[src/rtl/shift_add_mult_pkg.sv]
package shift_add_mult_pkg;

    localparam int DEF_WIDTH = 32;

    typedef enum logic {
        ST_IDLE = 1'b0,
        ST_RUN  = 1'b1
    } mul_state_e;

    typedef struct packed {
        logic load;
        logic step;
    } mul_cmd_t;

    function automatic int cnt_width(input int n);
        return (n > 1) ? $clog2(n) : 1;
    endfunction

    function automatic logic fa_sum(input logic a, input logic b, input logic c);
        return a ^ b ^ c;
    endfunction

    function automatic logic fa_carry(input logic a, input logic b, input logic c);
        return (a & b) | (c & (a ^ b));
    endfunction

endpackage

[src/rtl/shift_add_mult_adder.sv]
module shift_add_mult_adder #(
    parameter int N = shift_add_mult_pkg::DEF_WIDTH
) (
    input  logic [N-1:0] a_i,
    input  logic [N-1:0] b_i,
    output logic [N-1:0] sum_o,
    output logic         cout_o
);
    import shift_add_mult_pkg::*;

    logic [N:0] carry;
    assign carry[0] = 1'b0;

    for (genvar i = 0; i < N; i++) begin : g_bit
        assign sum_o[i]   = fa_sum(a_i[i], b_i[i], carry[i]);
        assign carry[i+1] = fa_carry(a_i[i], b_i[i], carry[i]);
    end

    assign cout_o = carry[N];
endmodule

[src/rtl/shift_add_mult_ctrl.sv]
module shift_add_mult_ctrl #(
    parameter int N = shift_add_mult_pkg::DEF_WIDTH
) (
    input  logic clk,
    input  logic rst,
    input  logic start_i,
    output logic run_o,
    output logic done_o
);
    import shift_add_mult_pkg::*;

    localparam int CW = cnt_width(N);
    localparam logic [CW-1:0] LAST = CW'(N - 1);

    mul_state_e    state_q;
    logic [CW-1:0] step_q;
    logic          done_q;

    always_ff @(posedge clk) begin
        if (rst) begin
            state_q <= ST_IDLE;
            step_q  <= '0;
            done_q  <= 1'b0;
        end else begin
            done_q <= 1'b0;
            case (state_q)
                ST_IDLE: begin
                    if (start_i) begin
                        state_q <= ST_RUN;
                        step_q  <= '0;
                    end
                end
                ST_RUN: begin
                    if (step_q == LAST) begin
                        state_q <= ST_IDLE;
                        done_q  <= 1'b1;
                    end else begin
                        step_q <= step_q + 1'b1;
                    end
                end
                default: state_q <= ST_IDLE;
            endcase
        end
    end

    assign run_o  = (state_q == ST_RUN);
    assign done_o = done_q;
endmodule

[src/rtl/shift_add_mult_dpath.sv]
module shift_add_mult_dpath #(
    parameter int N = shift_add_mult_pkg::DEF_WIDTH
) (
    input  logic                          clk,
    input  logic                          rst,
    input  shift_add_mult_pkg::mul_cmd_t  cmd_i,
    input  logic [N-1:0]                  mcand_i,
    input  logic [N-1:0]                  mplier_i,
    output logic [2*N-1:0]                acc_o
);
    localparam int W = 2 * N;

    logic [N-1:0] mcand_q;
    logic [W-1:0] acc_q;
    logic [N-1:0] addend;
    logic [N-1:0] sum;
    logic         cout;
    logic [W-1:0] acc_next;

    assign addend = acc_q[0] ? mcand_q : '0;

    shift_add_mult_adder #(.N(N)) adder_i (
        .a_i    (acc_q[W-1:N]),
        .b_i    (addend),
        .sum_o  (sum),
        .cout_o (cout)
    );

    // carry re-enters at the top as the register moves right
    assign acc_next = {cout, sum, acc_q[N-1:1]};

    always_ff @(posedge clk) begin
        if (rst) begin
            mcand_q <= '0;
            acc_q   <= '0;
        end else if (cmd_i.load) begin
            mcand_q <= mcand_i;
            acc_q   <= {{N{1'b0}}, mplier_i};
        end else if (cmd_i.step) begin
            acc_q   <= acc_next;
        end
    end

    assign acc_o = acc_q;
endmodule

[src/rtl/shift_add_mult.sv]
module shift_add_mult #(
    parameter int N = shift_add_mult_pkg::DEF_WIDTH
) (
    input  logic           clk,
    input  logic           rst,
    input  logic           start_i,
    input  logic [N-1:0]   mcand_i,
    input  logic [N-1:0]   mplier_i,
    output logic [2*N-1:0] product_o,
    output logic           done_o
);
    import shift_add_mult_pkg::*;

    logic     run_q;
    mul_cmd_t cmd;

    assign cmd.load = start_i & ~run_q;
    assign cmd.step = run_q;

    shift_add_mult_ctrl #(.N(N)) ctrl_i (
        .clk     (clk),
        .rst     (rst),
        .start_i (start_i),
        .run_o   (run_q),
        .done_o  (done_o)
    );

    shift_add_mult_dpath #(.N(N)) dpath_i (
        .clk      (clk),
        .rst      (rst),
        .cmd_i    (cmd),
        .mcand_i  (mcand_i),
        .mplier_i (mplier_i),
        .acc_o    (product_o)
    );
endmodule

[config.mk]
export PLATFORM = sky130hd
export DESIGN_NAME = shift_add_mult
export DESIGN_NICKNAME = d
export VERILOG_FILES = /design/src/rtl/shift_add_mult_pkg.sv /design/src/rtl/shift_add_mult_adder.sv /design/src/rtl/shift_add_mult_ctrl.sv /design/src/rtl/shift_add_mult_dpath.sv /design/src/rtl/shift_add_mult.sv
export SDC_FILE = /design/constraint.sdc
export NUM_CORES = 1
export LEC_CHECK = 0
export BUFFER_PORTS_ARGS = -buffer_cell sky130_fd_sc_hd__buf_2
export CAP_MARGIN = 0
export CORE_MARGIN = 2
export CORE_UTILIZATION = 48
export DETAILED_ROUTE_END_ITERATION = 10
export PLACE_DENSITY = 0.77
export SLEW_MARGIN = 15
export SYNTH_ARGS = -nofsm -noshare
export SYNTH_HDL_FRONTEND = slang
export SYNTH_HIERARCHICAL = 1
export SYNTH_SLANG_ARGS = --single-unit
[constraint.sdc]
create_clock -name clk -period 13.2 [get_ports clk]
set_clock_uncertainty 0.1 [all_clocks]
set_input_delay 1.32 -clock clk [delete_from_list [all_inputs] [get_ports clk]]
set_output_delay 1.32 -clock clk [all_outputs]
set_load 0.03 [all_outputs]
# Word-level counts from Yosys, hierarchy flattened
# Index checks and enable logic that the tools add are counted.
# W data, S select, Z words.
[classes]
addsub = 1
eq_ne = 3
mux = 10
bitwise_logic = 159
n_reduce_logical = 4
[ops]
columns = ["op", "n"]
rows = [
  ["$mux W32", 3],
  ["$and A1 B1 Y1", 64],
  ["$xor A1 B1 Y1", 63],
  ["$or A1 B1 Y1", 31],
  ["$mux W5", 2],
  ["$pmux W5 S2", 1],
  ["$add A5 B1 Y5 const B", 1],
  ["$eq A5 B5 Y1 const B", 1],
  ["$ne A2 B2 Y1 const B", 2],
  ["$reduce_or A2 Y1", 2],
  ["$mux W1", 3],
  ["$pmux W1 S2", 1],
  ["$reduce_and A2 Y1", 1],
  ["$reduce_bool A2 Y1", 1],
  ["$not A1 Y1", 1],
]
[word_totals]
ff_bits = 103
input_bits = 67
out_inout_bits = 65
word_cells = 183

# Longest topological paths before layout
# Gate-level depths: netlist (run 1).
[depth]
depth_word = 64
depth_mapped = 40
ltp_nobuf = 39

# Hierarchy
# The synthesis (run 1) kept the hierarchy.
[modules_own_cells]
columns = ["mod", "instances", "cells_each", "area_each_um2", "seq_area_each_um2"]
rows = [
  ["shift_add_mult_dpath", 1, 385, 4022.6, 1921.8],
  ["shift_add_mult_adder", 1, 42, 670.6, 0.0],
  ["shift_add_mult_ctrl", 1, 36, 331.6, 140.1],
  ["shift_add_mult", 1, 1, 13.8, 0.0],
]

# Worst setup path after synthesis (run 1)
# No wires, ideal clock.
[synth_path]
path_type = "register to register"
startpoint = "register dpath_i.acc_q[0] (netlist: dpath_i/acc_o[0])"
endpoint = "register dpath_i.acc_q[62] (netlist: dpath_i/acc_o[62])"
setup_time_ps = 65
arrival_ps = 12790
required_ps = 13035
slack_ps = 245
stages_incl_launch_ff = 41
path_buffers = 1
cell_sequence = "dfxtp_1 > clkbuf_1 > and2_1 > ha_1 > fa_1 > fa_1 > fa_1 > fa_1 > fa_1 > fa_1 > fa_1 > fa_1 > fa_1 > fa_1 > fa_1 > inv_1 > fa_1 > inv_1 > [... 5 more ...] > fa_1 > fa_1 > fa_1 > fa_1 > fa_1 > fa_1 > fa_1 > fa_1 > fa_1 > fa_1 > fa_1 > fa_1 > fa_1 > inv_1 > fa_1 > inv_1 > mux2i_1 > nor2_1"
[synth_via]
elab_chain_len = 63
elab_cells_between_ends = 124
classes_between = "mux: 1; bitwise: 123"
[synth_lines]
columns = ["element", "line", "source"]
rows = [
  ["from (decl)", "shift_add_mult_dpath.sv:14", "logic [W-1:0] acc_q;"],
  ["from (signal assigned)", "shift_add_mult_dpath.sv:38", "acc_q <= {{N{1'b0}}, mplier_i};"],
  ["from (signal assigned)", "shift_add_mult_dpath.sv:40", "acc_q <= acc_next;"],
  ["$mux W32", "shift_add_mult_dpath.sv:20", "assign addend = acc_q[0] ? mcand_q : '0;"],
  ["net dpath_i.addend[0]", "shift_add_mult_dpath.sv:15", "logic [N-1:0] addend;"],
  ["$and A1 B1 Y1 (2 in series)", "shift_add_mult_pkg.sv:24", "return (a & b) | (c & (a ^ b));"],
  ["$or A1 B1 Y1", "shift_add_mult_pkg.sv:24", ""],
  ["$and A1 B1 Y1", "shift_add_mult_pkg.sv:24", ""],
  ["$or A1 B1 Y1", "shift_add_mult_pkg.sv:24", ""],
  ["$and A1 B1 Y1", "shift_add_mult_pkg.sv:24", ""],
  ["$or A1 B1 Y1", "shift_add_mult_pkg.sv:24", ""],
  ["[... 48 more ...]", "-", ""],
  ["$and A1 B1 Y1", "shift_add_mult_pkg.sv:24", ""],
  ["$or A1 B1 Y1", "shift_add_mult_pkg.sv:24", ""],
  ["$and A1 B1 Y1", "shift_add_mult_pkg.sv:24", ""],
  ["$or A1 B1 Y1", "shift_add_mult_pkg.sv:24", ""],
  ["$and A1 B1 Y1", "shift_add_mult_pkg.sv:24", ""],
  ["$or A1 B1 Y1", "shift_add_mult_pkg.sv:24", ""],
  ["$xor A1 B1 Y1", "shift_add_mult_pkg.sv:20", "return a ^ b ^ c;"],
  ["net dpath_i.sum[31]", "shift_add_mult_dpath.sv:16", "logic [N-1:0] sum;"],
]
# The timed path passes the listed nets, and every way through them passes these cells.
# A chain may end at the register's enable or synchronous reset.

# Worst setup path in the final report (run 1)
# Ends and elaborated chain as after synthesis.

==> run metrics, run 1 <==
Vias/cell 5.04; drt wl/cell between 10 and 15 um; final worst slack 490 ps; full die area between 10000 and 15000 um^2; Post-DRT Antenna Nets 0; CP Class reg2reg; Post-Route WL approximately 11000 um; CORE AREA between 10000 and 15000 um^2; Layout area overhead 18.6%; worst hold slack 394 ps; DR vias 3632; DRT iter0 DRCs 82; CP required 13400 ps; mux share of post-synthesis cell area 19.4%; layout cell share with drive strength beyond 1 29.2%; root buf cell clkbuf_8; Top FF cell, synth dfxtp_1; Crit path top cell by count fa_1; largest family of logic cells by synthesized area multiplexers; CTS tree built; Tmin final about 13000 ps; Mapped Cells 464; final worst-path cycle share a little over nine tenths; Synth top area share 40.9%; # port buffers between 100 and 150; Clock Path Buffers 2; Hold WC Path Type reg2reg; Int Pwr 504 uW; Synth Area in Compound Gates ~6.2%; power per cell area 114 nW/um^2; First-pass DRT Iterations 4; Synth Area in Simple Gates 14.8%; WP buf/inv 4; HPWL after detailed placement 7130 um; switching share of power between 20 and 30%; Congestion Overflow GR 0; relative slew slack approximately a quarter; cts hold-fix bufs 0; routability congestion estimate from global placement roughly 0.76; area share of fa/ha/maj cells after synthesis 13.3%; Die W 106 um; slew of the pin with the lowest slew margin 1110 ps; top-count cell post-synth dfxtp_1; unrepaired setup endpoints after global routing no; Synth Register Bits around 100; ANT cells 0; largest net degree at the start of global routing 74; gr usage total about a fifth; Cell Area, Synth about 5000 um^2; later-pin clock latency in the skew report 360 ps; r2r setup slk 490 ps; clock power share between 30% and 40%; Sequential Power Share 50.0%; Synth top cells by count dfxtp_1 (103), mux2i_1 (96), nor2_1 (65); Logic pwr share 14.4%; yosys warns 6; biggest cell delay along the critical path ~400 ps; Async SR Flop Fraction 0%; XOR/XNOR Fraction of Synth Area 0%; Worst IR Drop VDD 0.0673 mV; # rows 37; Final Cell Area approximately 6000 um^2; crit path max fanout 4; Starting Density about half; startpoint types register; Final Hold Violating Endpoints 0; Distinct cells, synth 31; num ports 132; Yosys top cell by area dfxtp_1; Net Count, Synth 566; global-route wire length before repair 17700 um; Max Slew Vio Count 0; number of global-route vias before repair 3630; htree depth 3; P_sw ~180 uW; CTS Buf Count 9; initial antenna violation count 0; syn avg cell area 10.9 um^2; Max Cap Viol 0; fin nets 682; Synth area leaders dfxtp_1 (41%), mux2i_1 (19%), fa_1 (12%); CTS sink cnt 103; Post-synth EDFFs 0; Placement Setup Slack 30.5 ps; Seq/Total Area, Yosys 40.9%; Area after DPL around 5700 um^2; Setup violations, final 0; Arr. time, crit path 12910 ps; DR DRC count 0; Top delay family on crit path adder cells; Static Leakage between 2 and 3 nW; Worst Setup End Kind register; Clock transition at path regs 100 ps; Final TNS setup 0 ps; Achievable Freq between 70 and 80 MHz; master of the slowest instance on the critical path fa_1; Die H 106 um; status complete, no violations
==> flip-flops by register name (all words and copies together), names as in the netlist <==
name / cells
dpath_i/mcand_q: 32
ctrl_i/step_q: 5
ctrl_i/done_o: 1
dpath_i/acc_o: 64
ctrl_i/run_o: 1
==> metal layers <==
metal / track usage (%) / part of all wire, %
met1: 26.1 / 45
met3: 6.01 / 6.8
met4: 5.01 / 0.70
met5: 0 / 0
met2: 30.8 / 47
==> cell type report <==
cell class / instances / area [um^2]
inverter: 11 / 41.3
timing repair buffer: 136 / 713
tap: 136 / 170
multi-input combinational: 319 / 2730
sequential: 103 / 2070
clock inverter: 3 / 90.1
clock buffer: 13 / 159
fill: 922 / 4300
==> tightest hold or removal path, delay by kind of cell, from the launching register on <==
kind             cells  cell delay (ps)
and+or+nand+nor      1               70
DFF                  1              330
muxes                1               60
==> final timing paths <==
kind / startpoint / end / depth (start not counted)
worst max-delay path: dpath_i/acc_o[0]$_SDFFE_PP0P_ / dpath_i/acc_o[62]$_SDFFE_PP0P_ / 39
worst min-delay path: dpath_i/mcand_q[28]$_SDFFE_PP0P_ / dpath_i/mcand_q[28]$_SDFFE_PP0P_ / 2
worst max register to register: dpath_i/acc_o[0]$_SDFFE_PP0P_ / dpath_i/acc_o[62]$_SDFFE_PP0P_ / 39
worst min register to register: dpath_i/mcand_q[28]$_SDFFE_PP0P_ / dpath_i/mcand_q[28]$_SDFFE_PP0P_ / 2
==> power by group through the flow <==
stage / Combinational, mW / Clock (mW) / Sequential, mW
global placement: 0.0913 / 0 / 0.350
floorplan: 0.0573 / 0 / 0.360
detailed placement: 0.0938 / 0 / 0.350
global route: 0.107 / 0.261 / 0.342
finish: 0.0979 / 0.242 / 0.339
CTS: 0.0942 / 0.249 / 0.343
==> cell families after synthesis <==
| group | after synthesis |
|---|---|
| muxes | 97 |
| buffers and inverters | 42 |
| adders and majority gates | 35 |
| AOI/OAI and AO/OA | 42 |
| and+or+nand+nor | 145 |
| DFF | 103 |
==> per-stage QoR <==
stage	utilization [%]	total power, mW	std cells
finish	58.1	0.679	721
global route	58.1	0.710	721
CTS	57.6	0.687	720
detailed placement	55.2	0.444	704
global placement	55.2	0.441	704
floorplan	-	0.417	464
==> cells in the final DEF (no fill, tap or decap), types with 5 or more instances in the layout <==
master,n
a21oi_1,5
dfxtp_1,101
inv_1,10
nor2b_1,32
nor2_1,65
clkbuf_8,11
fa_1,20
mux2i_1,96
buf_2,131
and2_1,33
fa_2,11
a211oi_1,28
==> what timing repair did <==
| item | 4_1_cts | 5_1_grt |
|---|---|---|
| buffers inserted | 0 | 0 |
| resized for setup | 2 | 10 |
| endpoints found under the setup margin | 1 | 3 |
| endpoints found under the hold margin | 0 | 0 |
No activity file was read; power rests on OpenSTA's default activity.
==> run 2, diff against run 1 <==
--- a/config.mk
+++ b/config.mk
@@ -5,12 +5,13 @@
 export SDC_FILE = /design/constraint.sdc
 export NUM_CORES = 1
 export LEC_CHECK = 0
+export ABC_AREA = 1
 export BUFFER_PORTS_ARGS = -buffer_cell sky130_fd_sc_hd__buf_2
 export CAP_MARGIN = 0
 export CORE_MARGIN = 2
 export CORE_UTILIZATION = 48
 export DETAILED_ROUTE_END_ITERATION = 10
-export PLACE_DENSITY = 0.77
+export PLACE_DENSITY = 0.76
 export SLEW_MARGIN = 15
 export SYNTH_ARGS = -nofsm -noshare
 export SYNTH_HDL_FRONTEND = slang
==> run metrics, run 2 <==
status complete, no violations; drt wl/cell 11.9 um; CORE AREA 10300 um^2; Hold WC Path Type reg2reg; CP required 13360 ps; unrepaired setup endpoints after global routing no; fin nets 924; Achievable Freq 78.7 MHz; Die H about 110 um; DR DRC count 0; Max Slew Vio Count 0; most frequent cells in the layout nand2_1 (172), nor2_1 (137), buf_2 (131); Synth Register Bits between 100 and 150; area share of fa/ha/maj cells after synthesis 13.1%; Starting Density 49.5%; num ports 132; Top FF cell, synth dfxtp_1; Fill cells 1044; startpoint types register; routability congestion estimate from global placement 0.784; ANT cells 0; Static Leakage 3.30 nW; Async SR Flop Fraction 0%; Vias/cell 4.63; gr usage total between 20% and 30%; cts hold-fix bufs 0; Yosys top cell by area dfxtp_1; Cell Area, Synth 5110 um^2; Synth Area in Simple Gates 24.2%; Synth area leaders dfxtp_1 (40%), nand2_1 (13%), fa_1 (12%); syn avg cell area 7.16 um^2; Net Count, Synth 816; CP Class reg2reg; HPWL after detailed placement a little under 8000 um; Mapped Cells 714; Post-DRT Antenna Nets 0; Final TNS setup 0 ps; Synth Area in Compound Gates about a tenth; wire length on met3 899 um; biggest cell delay along the critical path 400 ps; Final Power about 670 uW; Setup violations, final 0; Die W 107 um; Congestion Overflow GR 0; post-CTS setup buffer count 0; final worst-path cycle share 96.2%; Post-Route WL 11500 um; Worst Setup SP dpath_i/acc_o[0]$_SDFFE_PP0P_; Post-synth EDFFs 0; layout cell share with drive strength beyond 1 20.7%; master of the slowest instance on the critical path fa_1; XOR/XNOR Fraction of Synth Area 0%; final core occ 58.2%; Seq/Total Area, Yosys 40.4%; initial antenna violation count 0; DRT met1 WL 5310 um; Crit path top cell by count fa_1; later-pin clock latency in the skew report 360 ps; Worst IR Drop VDD 0.0647 mV; Clock transition at path regs ~100 ps; full die area between 10000 and 15000 um^2; crit path max fanout 4; htree depth 3; CTS Buf Count 9; CTS sink cnt 103; largest net degree at the start of global routing 68; power per cell area 111 nW/um^2; relative slew slack between 20% and 30%; Max Used Layer met4; Max Cap Viol 0; Worst Setup End Kind register; hold path start dpath_i/mcand_q[26]$_SDFFE_PP0P_; Arr. time, crit path 12860 ps; Largest register FFs 64; Worst R2R Start dpath_i/acc_o[0]$_SDFFE_PP0P_; Clock Path Buffers 2; DRT iter0 DRCs 222; mux share of post-synthesis cell area 0%; slew of the pin with the lowest slew margin 1130 ps; largest family of logic cells by synthesized area simple AND/OR/NAND/NOR gates; root buf cell clkbuf_8; Layout area overhead 17.5%; global-route wire length before repair between 15000 and 20000 um; WL met2 5210 um; First-pass DRT Iterations 4; Distinct cells, synth 21; cts repair resizes 0; number of global-route vias before repair 4134; Tmin final 12700 ps; Final Hold Violating Endpoints 0; # rows 37; # port buffers 131; top-count cell post-synth nand2_1; Synth top area share between 40% and 50%; Synth top cells by count nand2_1 (172), nor2_1 (137), inv_1 (115); CTS tree built; yosys warns 6; commonest non-fill, non-tap cell in the layout nand2_1; DR vias 4460
-- run 2: cell count changes after synthesis, sizes merged, moves of 32 or more --
cell,previous run,this run
mux2i,96,0
nor2b,33,0
nand2,4,175
and2,33,0
a211oi,32,0
inv,11,118
a21oi,6,68
nor2,65,140
-- run 2: where the power goes --
part | total [mW] | switching (mW) | internal, mW
logic | 0.119 | 0.0809 | 0.0377
registers | 0.348 | 0.0167 | 0.331
clock network | 0.203 | 0.105 | 0.0979
-- run 2: metal layers --
| layer | track usage [%] | vias to the layer above |
|---|---|---|
| met2 | 33.5 | 136 |
| met1 | 27.0 | 1996 |
| li1 | - | 2324 |
| met5 | 0 | - |
| met3 | 5.78 | 4 |
| met4 | 5.66 | 0 |
-- run 2: metrics by stage --
stage                     cells  hold slack [ps]  area [um^2]  setup WS [ps]
after global placement      947              351         5770            179
after detailed placement    947              357         5770           59.2
after CTS                   963              371         5980           7.98
after floorplan             714              340         5110            114
after global routing        963              398         6000           45.1
final                       963              368         6000            497
-- run 2: kinds of logic (layout without fill, tap and decap cells) --
group	Yosys count	after routing
buf+inv	155	268
simple gates	321	321
fa+ha+maj	35	35
compound gates	100	100
flops	103	103
-- run 2: area by class of cell --
type / count / area (um^2) / share of cell area, %
sequential: 103 / 2060 / 34.4
clock buffer: 11 / 151 / 2.52
inverter: 118 / 443 / 7.38
tap: 136 / 170 / 2.83
multi-input combinational: 456 / 2440 / 40.7
clock inverter: 5 / 56.3 / 0.938
timing repair buffer: 134 / 678 / 11.3
-- run 2: worst max-delay path, delay by kind of cell, from the launching register on --
family | cells | cell delay (ps)
flip-flops | 1 | 340
adder cells (fa/ha/maj) | 32 | 11590
AND/OR/NAND/NOR | 2 | 110
AO/OA/AOI/OAI | 1 | 150
buffers and inverters | 5 | 300
-- run 2: final timing paths --
check / endpoint / slack [ps] / depth (start not counted)
worst max-delay path: dpath_i/acc_o[62]$_SDFFE_PP0P_ / 500 / 40
worst min-delay path: dpath_i/mcand_q[26]$_SDFFE_PP0P_ / 370 / 2
worst max register to register: dpath_i/acc_o[62]$_SDFFE_PP0P_ / 500 / 40
worst min register to register: dpath_i/mcand_q[26]$_SDFFE_PP0P_ / 370 / 2
==> run 3, diff against run 2 <==
--- a/config.mk
+++ b/config.mk
@@ -12,6 +12,7 @@
 export CORE_UTILIZATION = 48
 export DETAILED_ROUTE_END_ITERATION = 10
 export PLACE_DENSITY = 0.76
+export REMOVE_ABC_BUFFERS = 1
 export SLEW_MARGIN = 15
 export SYNTH_ARGS = -nofsm -noshare
 export SYNTH_HDL_FRONTEND = slang
==> run metrics, run 3 (synthesized netlist as in run 2, its figures left out) <==
Post-DRT Antenna Nets 0; later-pin clock latency in the skew report 370 ps; master of the slowest instance on the critical path fa_1; hold path depth 2; slew of the pin with the lowest slew margin 1180 ps; final core occ 58.1%; Tmin final 12730 ps; cell total after placement 949; Die W 107 um; global-route wire length before repair 19800 um; final worst-path cycle share 96.5%; Clock transition at path regs 90 ps; gr usage total around 21%; Max Cap Viol 0; Layout area overhead 17.4%; htree depth 3; worst r2r path cells 40; relative slew slack 21.0%; Static Leakage between 3 and 4 nW; GRT met1 Usage 27.1%; CP Class reg2reg; Starting Density 49.5%; Final Cell Area 6000 um^2; Largest register FFs 64; most frequent cells in the layout nand2_1 (172), nor2_1 (137), buf_2 (131); CP required 13380 ps; DR vias 4507; Post-Route WL approximately 12000 um; CORE AREA 10300 um^2; DRT iter0 DRCs 155; Worst Setup End Kind register; Worst IR Drop VDD 0.0574 mV; Finished Layout Cells 966; biggest cell delay along the critical path 400 ps; Final Hold Violating Endpoints 0; power per cell area between 100 and 150 nW/um^2; Most Crowded Layer GR met2; WP buf/inv 5; initial antenna violation count 1; drt wl/cell 12.1 um; Final Power roughly 650 uW; final worst slack 467 ps; Arr. time, crit path 12910 ps; Die H 107 um; Placement Setup Slack 42.3 ps; post-CTS setup buffer count 0; routability congestion estimate from global placement between 0.7 and 0.8; fin nets 926; Hold WC Path Type reg2reg; Setup violations, final 0; global-route met2 utilization 35.7%; Clock Path Buffers 2; layout cell share with drive strength beyond 1 between 20% and 30%; CTS sink cnt 103; Crit path top cell by count fa_1; # port buffers 131; number of global-route vias before repair 4294; Area after DPL 5780 um^2; Final TNS setup 0 ps; Vias/cell 4.67; CTS Buf Count 9; root buf cell clkbuf_8; num ports 132; DR DRC count 0; CTS tree built; status complete, no violations; startpoint types register; commonest non-fill, non-tap cell in the layout nand2_1; HPWL after detailed placement 7960 um; largest net degree at the start of global routing 68; full die area 11500 um^2; Achievable Freq 78.5 MHz; Worst path depth 40; GRT met3 Usage 6.75%; Top delay family on crit path adder cells; Congestion Overflow GR 0; worst hold slack approximately 380 ps; crit path max fanout 4; Max Slew Vio Count 0; First-pass DRT Iterations 4; # rows 37; unrepaired setup endpoints after global routing no
run 3: area by class of cell:
type | instances | area [um^2]
repair buffers | 136 | 693
inverters | 118 | 443
flip-flops and latches | 103 | 2060
well taps | 136 | 170
fillers | 1007 | 4330
multi-input cells | 456 | 2440
clock buffers | 11 | 141
diodes | 1 | 2.50
clock inverters | 5 | 40.0
run 3: where the power goes:
group / internal (mW) / switching, mW
Clock: 0.0761 / 0.110
Combinational: 0.0382 / 0.0847
Sequential: 0.331 / 0.0135
Total: 0.445 / 0.209
run 3: routing by layer:
layer,vias to the layer above,wire length [um]
met5,-,0
met4,0,114
met3,10,888
met2,122,5380
met1,2041,5260
li1,2334,-
run 3: what timing repair did:
action,in CTS,in global routing
gates cloned,0,0
pin swaps,0,0
hold buffers,0,0
resized for setup,1,11
setup endpoints to repair,1,3
run 3: path summary, 6_finish.rpt:
path	start	end	slack, ps
worst max-delay path	dpath_i/acc_o[0]$_SDFFE_PP0P_	dpath_i/acc_o[62]$_SDFFE_PP0P_	470
worst max register to register	dpath_i/acc_o[0]$_SDFFE_PP0P_	dpath_i/acc_o[62]$_SDFFE_PP0P_	470
worst min register to register	dpath_i/mcand_q[26]$_SDFFE_PP0P_	dpath_i/mcand_q[26]$_SDFFE_PP0P_	380
worst min-delay path	dpath_i/mcand_q[26]$_SDFFE_PP0P_	dpath_i/mcand_q[26]$_SDFFE_PP0P_	380
run 3: tightest hold or removal path: cells and delay by family (launching register included):
family / cells / cell delay, ps
flops: 1 / 320
simple gates: 1 / 70
compound gates: 1 / 60
